==> src/rtl/crc_serial_pkg.sv <==
package crc_serial_pkg;

   // Which flavour of the divider is built.
   // AUGMENTED: message bit enters at the feedback point (implicit n zero bits).
   // DIRECT   : message bit enters at stage 0 (caller supplies the n zero bits).
   typedef enum logic {
      FORM_AUGMENTED = 1'b0,
      FORM_DIRECT    = 1'b1
   } crc_form_e;

endpackage

==> src/rtl/crc_feedback.sv <==
module crc_feedback #(
   parameter int                     WIDTH = 4,
   parameter crc_serial_pkg::crc_form_e FORM = crc_serial_pkg::FORM_AUGMENTED
) (
   input  logic [WIDTH-1:0] base,
   input  logic             din,
   output logic             fb,
   output logic             low_in
);

   generate
      if (FORM == crc_serial_pkg::FORM_AUGMENTED) begin : g_aug
         // top bit and incoming bit combine before deciding on the subtraction
         always_comb begin
            fb     = base[WIDTH-1] ^ din;
            low_in = 1'b0;
         end
      end else begin : g_direct
         // plain long division: new bit enters at the bottom
         always_comb begin
            fb     = base[WIDTH-1];
            low_in = din;
         end
      end
   endgenerate

endmodule

==> src/rtl/crc_shift_core.sv <==
module crc_shift_core #(
   parameter int                        WIDTH = 4,
   parameter logic [WIDTH-1:0]          POLY  = 'h3,
   parameter logic [WIDTH-1:0]          INIT  = '0,
   parameter crc_serial_pkg::crc_form_e FORM  = crc_serial_pkg::FORM_AUGMENTED
) (
   input  logic             clk,
   input  logic             clr,
   input  logic             en,
   input  logic             first,
   input  logic             din,
   output logic [WIDTH-1:0] state,
   output logic [WIDTH-1:0] next
);

   logic [WIDTH-1:0] base;
   logic             fb;
   logic             low_in;

   // a first-marked bit divides into the preload, not the running state
   assign base = first ? INIT : state;

   crc_feedback #(
      .WIDTH (WIDTH),
      .FORM  (FORM)
   ) u_fb (
      .base   (base),
      .din    (din),
      .fb     (fb),
      .low_in (low_in)
   );

   // one stage per register bit; a tap exists where the polynomial has a term
   generate
      for (genvar s = 0; s < WIDTH; s++) begin : g_stage
         if (s == 0) begin : g_bottom
            if (POLY[0]) begin : g_tap
               assign next[0] = low_in ^ fb;
            end else begin : g_plain
               assign next[0] = low_in;
            end
         end else begin : g_upper
            if (POLY[s]) begin : g_tap
               assign next[s] = base[s-1] ^ fb;
            end else begin : g_plain
               assign next[s] = base[s-1];
            end
         end
      end
   endgenerate

   always_ff @(posedge clk) begin
      if (clr) begin
         state <= INIT;
      end else if (en) begin
         state <= next;
      end
   end

endmodule

==> src/rtl/crc_result_hold.sv <==
module crc_result_hold #(
   parameter int WIDTH = 4
) (
   input  logic             clk,
   input  logic             clr,
   input  logic             capture,
   input  logic [WIDTH-1:0] value,
   output logic [WIDTH-1:0] rem,
   output logic             zero,
   output logic             pulse
);

   always_ff @(posedge clk) begin
      if (clr) begin
         rem   <= '0;
         zero  <= 1'b0;
         pulse <= 1'b0;
      end else begin
         pulse <= capture;
         if (capture) begin
            rem  <= value;
            zero <= ~|value;
         end
      end
   end

endmodule

==> src/rtl/crc_serial_engine.sv <==
module crc_serial_engine #(
   parameter int                        WIDTH = 4,
   parameter logic [WIDTH-1:0]          POLY  = 'h3,
   parameter logic [WIDTH-1:0]          INIT  = '0,
   parameter crc_serial_pkg::crc_form_e FORM  = crc_serial_pkg::FORM_AUGMENTED
) (
   input  logic             i_clk,
   input  logic             i_clr,
   input  logic             i_valid,
   input  logic             i_bit,
   input  logic             i_first,
   input  logic             i_last,
   output logic [WIDTH-1:0] o_rem,
   output logic             o_crc_ok,
   output logic             o_valid
);

   localparam int TAP_COUNT = $countones(POLY);

   // elaboration-time sanity of the configuration
   generate
      if (WIDTH < 2) begin : g_bad_width
         $error("crc_serial_engine: WIDTH must be at least 2");
      end
      if (!POLY[0]) begin : g_bad_poly
         $error("crc_serial_engine: generator must contain the x^0 term");
      end
      if (TAP_COUNT < 1) begin : g_no_taps
         $error("crc_serial_engine: generator has no low-order terms");
      end
   endgenerate

   logic [WIDTH-1:0] core_state;
   logic [WIDTH-1:0] core_next;
   logic             accept;
   logic             close;

   // clear outranks a bit offered in the same cycle
   assign accept = i_valid & ~i_clr;
   assign close  = accept & i_last;

   crc_shift_core #(
      .WIDTH (WIDTH),
      .POLY  (POLY),
      .INIT  (INIT),
      .FORM  (FORM)
   ) u_core (
      .clk   (i_clk),
      .clr   (i_clr),
      .en    (accept),
      .first (i_first),
      .din   (i_bit),
      .state (core_state),
      .next  (core_next)
   );

   crc_result_hold #(
      .WIDTH (WIDTH)
   ) u_hold (
      .clk     (i_clk),
      .clr     (i_clr),
      .capture (close),
      .value   (core_next),
      .rem     (o_rem),
      .zero    (o_crc_ok),
      .pulse   (o_valid)
   );

endmodule

==> config.mk <==
export PLATFORM = sky130hd
export DESIGN_NAME = crc_serial_engine
export DESIGN_NICKNAME = d
export VERILOG_FILES = /design/src/rtl/crc_serial_pkg.sv /design/src/rtl/crc_feedback.sv /design/src/rtl/crc_shift_core.sv /design/src/rtl/crc_result_hold.sv /design/src/rtl/crc_serial_engine.sv
export SDC_FILE = /design/constraint.sdc
export NUM_CORES = 1
export LEC_CHECK = 0
export BUFFER_PORTS_ARGS = -buffer_cell sky130_fd_sc_hd__buf_2
export CAP_MARGIN = 20
export CORE_AREA = 2 2 39 41
export CTS_BUF_LIST = sky130_fd_sc_hd__clkbuf_2 sky130_fd_sc_hd__clkbuf_4 sky130_fd_sc_hd__clkbuf_8
export DETAILED_ROUTE_END_ITERATION = 6
export DIE_AREA = 0 0 41 43
export MAX_ROUTING_LAYER = met4
export PLACE_DENSITY = 0.56
export SYNTH_ARGS = -nofsm -noshare
export SYNTH_HDL_FRONTEND = slang
export SYNTH_HIERARCHICAL = 1
export SYNTH_SLANG_ARGS = --single-unit
==> constraint.sdc <==
create_clock -name i_clk -period 2.24 [get_ports i_clk]
set_input_delay 0.336 -clock i_clk [delete_from_list [all_inputs] [get_ports i_clk]]
set_output_delay 0.336 -clock i_clk [all_outputs]
set_load 0.1 [all_outputs]
==> reports/qor.yml <==
num_rows: 14
swShare_pct: 27.2
status: "complete, no violations"
drtPass1Iterations: 4
seqPwrFrac_pct: 51.4
vias: 363
drc: 0
post_cts_resized: 0
power.leakage_nw: 0.249
antenna_found_initial: 0
crit_slowest_cell: "a2111oi_2"
power_density_nw_per_um2: 657
totalPowerFinal_uw: 362
max-slew-margin-rel_pct: 65.9
clkSinkCount: 10
internal_power_uw: 263
antenna_cells: 0
nets: 67
p_switching_uw: 98.3
avgSynthCellArea_um2: 9.96
antenna_left: 0
yosysWarnings: 6
clock_skew_ns: 0.000944
clk_path_buf_depth: 2
clkPwrFrac_pct: 32.9
core_um2: 1380
ctsHoldBuffers: 0
clkTransAtPathRegs_ns: 0.06
cts-root-buf: "clkbuf_4"
critPathArrivalTime_ns: 1.62
seq_area_um2: 200
path_cells: "and2b_1, xor2_1, and2b_1, a2111oi_2"
routed_wl_um: 808
peakVddDrop_uv: 283
drv_slew: 0
min_from: "i_clr"
hpwl_um: 576
fin_setup_tns_ns: 0
crit_type: "flip-flop to flip-flop"
cts_tree: "done"
min_period_ns: 1.46
crit_path_frequent_cell: "and2b_1"
drt_iter0_drc: 5
grt_pass1_vias: 341
ios: 12
setup_viol: 0
path_max_fanout: 4
worstSetupStartpoint: "u_core/state[3]$_SDFFE_PP0P_"
synth_cells: 50
grtUsageTotal_pct: 13.7
dpl.cell_count: 72
synth_fp_nets: 56
start_util_pct: 36.0
r2r-start: "u_core/state[3]$_SDFFE_PP0P_"
fin_crit_sh_pct: 65.4
rsz0062_at_grt: "no"
n_fill_cell: 145
critPathMaxStageDelay_ns: 0.34
cts_made_buffers: 3
insertion_delay_ns: 0.26
layoutNonFillerInstCount: 75
postCtsSetupBuffers: 0
cap_violations: 0
p_comb_share_pct: 15.8
fin_ws_ns: 0.775
dieArea_um2: 1760
tightest_slew_ns: 0.510
grt_max_degree: 13
htreeDepth: 1
multi_input_comb_area_um2: 249
max_freq_mhz: 683
start_kind: "flip-flop"
hold_path_class: "input pin to flip-flop"
wl_per_cell_um: 10.8
grt_pass1_wl_um: 1480
rrSetupSlack_ns: 0.78
drive_gt1_share_pct: 27.1
chipHeight_um: 43
required_ns: 2.40
die_x_um: 41
gp_congestion: 0.677
endpoint_kind: "flip-flop"
synth_area_um2: 498
hold_viol: 0
overflow: 0
vias_per_cell: 4.84
syn2layout_area_growth_pct: 10.6
io_buffers: 11
pre_cts_ws_ns: 0.574
## cell usage in the layout (no fill, tap or decap), drive strengths merged, types with 2 or more instances in the layout
| cell | n |
|---|---|
| nand2b | 2 |
| xnor2 | 2 |
| nor2b | 3 |
| nand3b | 2 |
| dfxtp | 10 |
| mux2i | 4 |
| buf | 11 |
| a21oi | 2 |
| and2b | 3 |
| nor2 | 6 |
| clkbuf | 3 |
## metrics by stage
step                util (%)  instance area (um2)  hold WS, ns
global placement        38.2                  528        0.462
floorplan                  -                  498        0.404
detailed placement      38.2                  528        0.465
finish                  39.8                  551        0.412
CTS                     39.8                  551        0.407
global route            39.8                  551        0.406
## final timing paths
path / end / cells after the start
max: u_core/state[1]$_SDFFE_PP0P_ / 4
max reg2reg: u_core/state[1]$_SDFFE_PP0P_ / 4
min reg2reg: u_core/state[3]$_SDFFE_PP0P_ / 2
min: u_hold/rem[0]$_SDFFE_PP0P_ / 2
## metal layers
layer	vias up	track usage [%]	wire length (um)
li1	184	-	-
met1	163	16.5	399
met2	11	16.3	320
met3	5	9.42	67
met4	0	8.00	21
met5	-	-	0
## flip-flops by register name (all words and copies together) (netlist names)
register,flops
u_core/state,4
u_hold/rem,4
u_hold/pulse,1
u_hold/zero,1
## power by group through the flow
stage                     Sequential [mW]  Clock (mW)  Combinational [mW]
after floorplan                     0.208           0              0.0300
final                               0.186       0.119              0.0571
after global placement              0.190           0              0.0569
after global routing                0.187       0.140              0.0623
after CTS                           0.186       0.129              0.0575
after detailed placement            0.190           0              0.0572
## critical path: cells and delay by family (launching register included)
kind             cells  cell delay (ns)
XOR/XNOR             1             0.31
flip-flops           1             0.33
AND/OR/NAND/NOR      2             0.38
AO/OA/AOI/OAI        1             0.34
## final cells by class
class	count	area share (%)
Clock buffer	3	4.09
Sequential cell	10	36.4
Tap cell	16	3.64
Timing Repair Buffer	11	10.0
Inverter	1	0.682
Multi-Input combinational cell	34	45.2
Note: power is estimated with default switching activity, not from simulation.
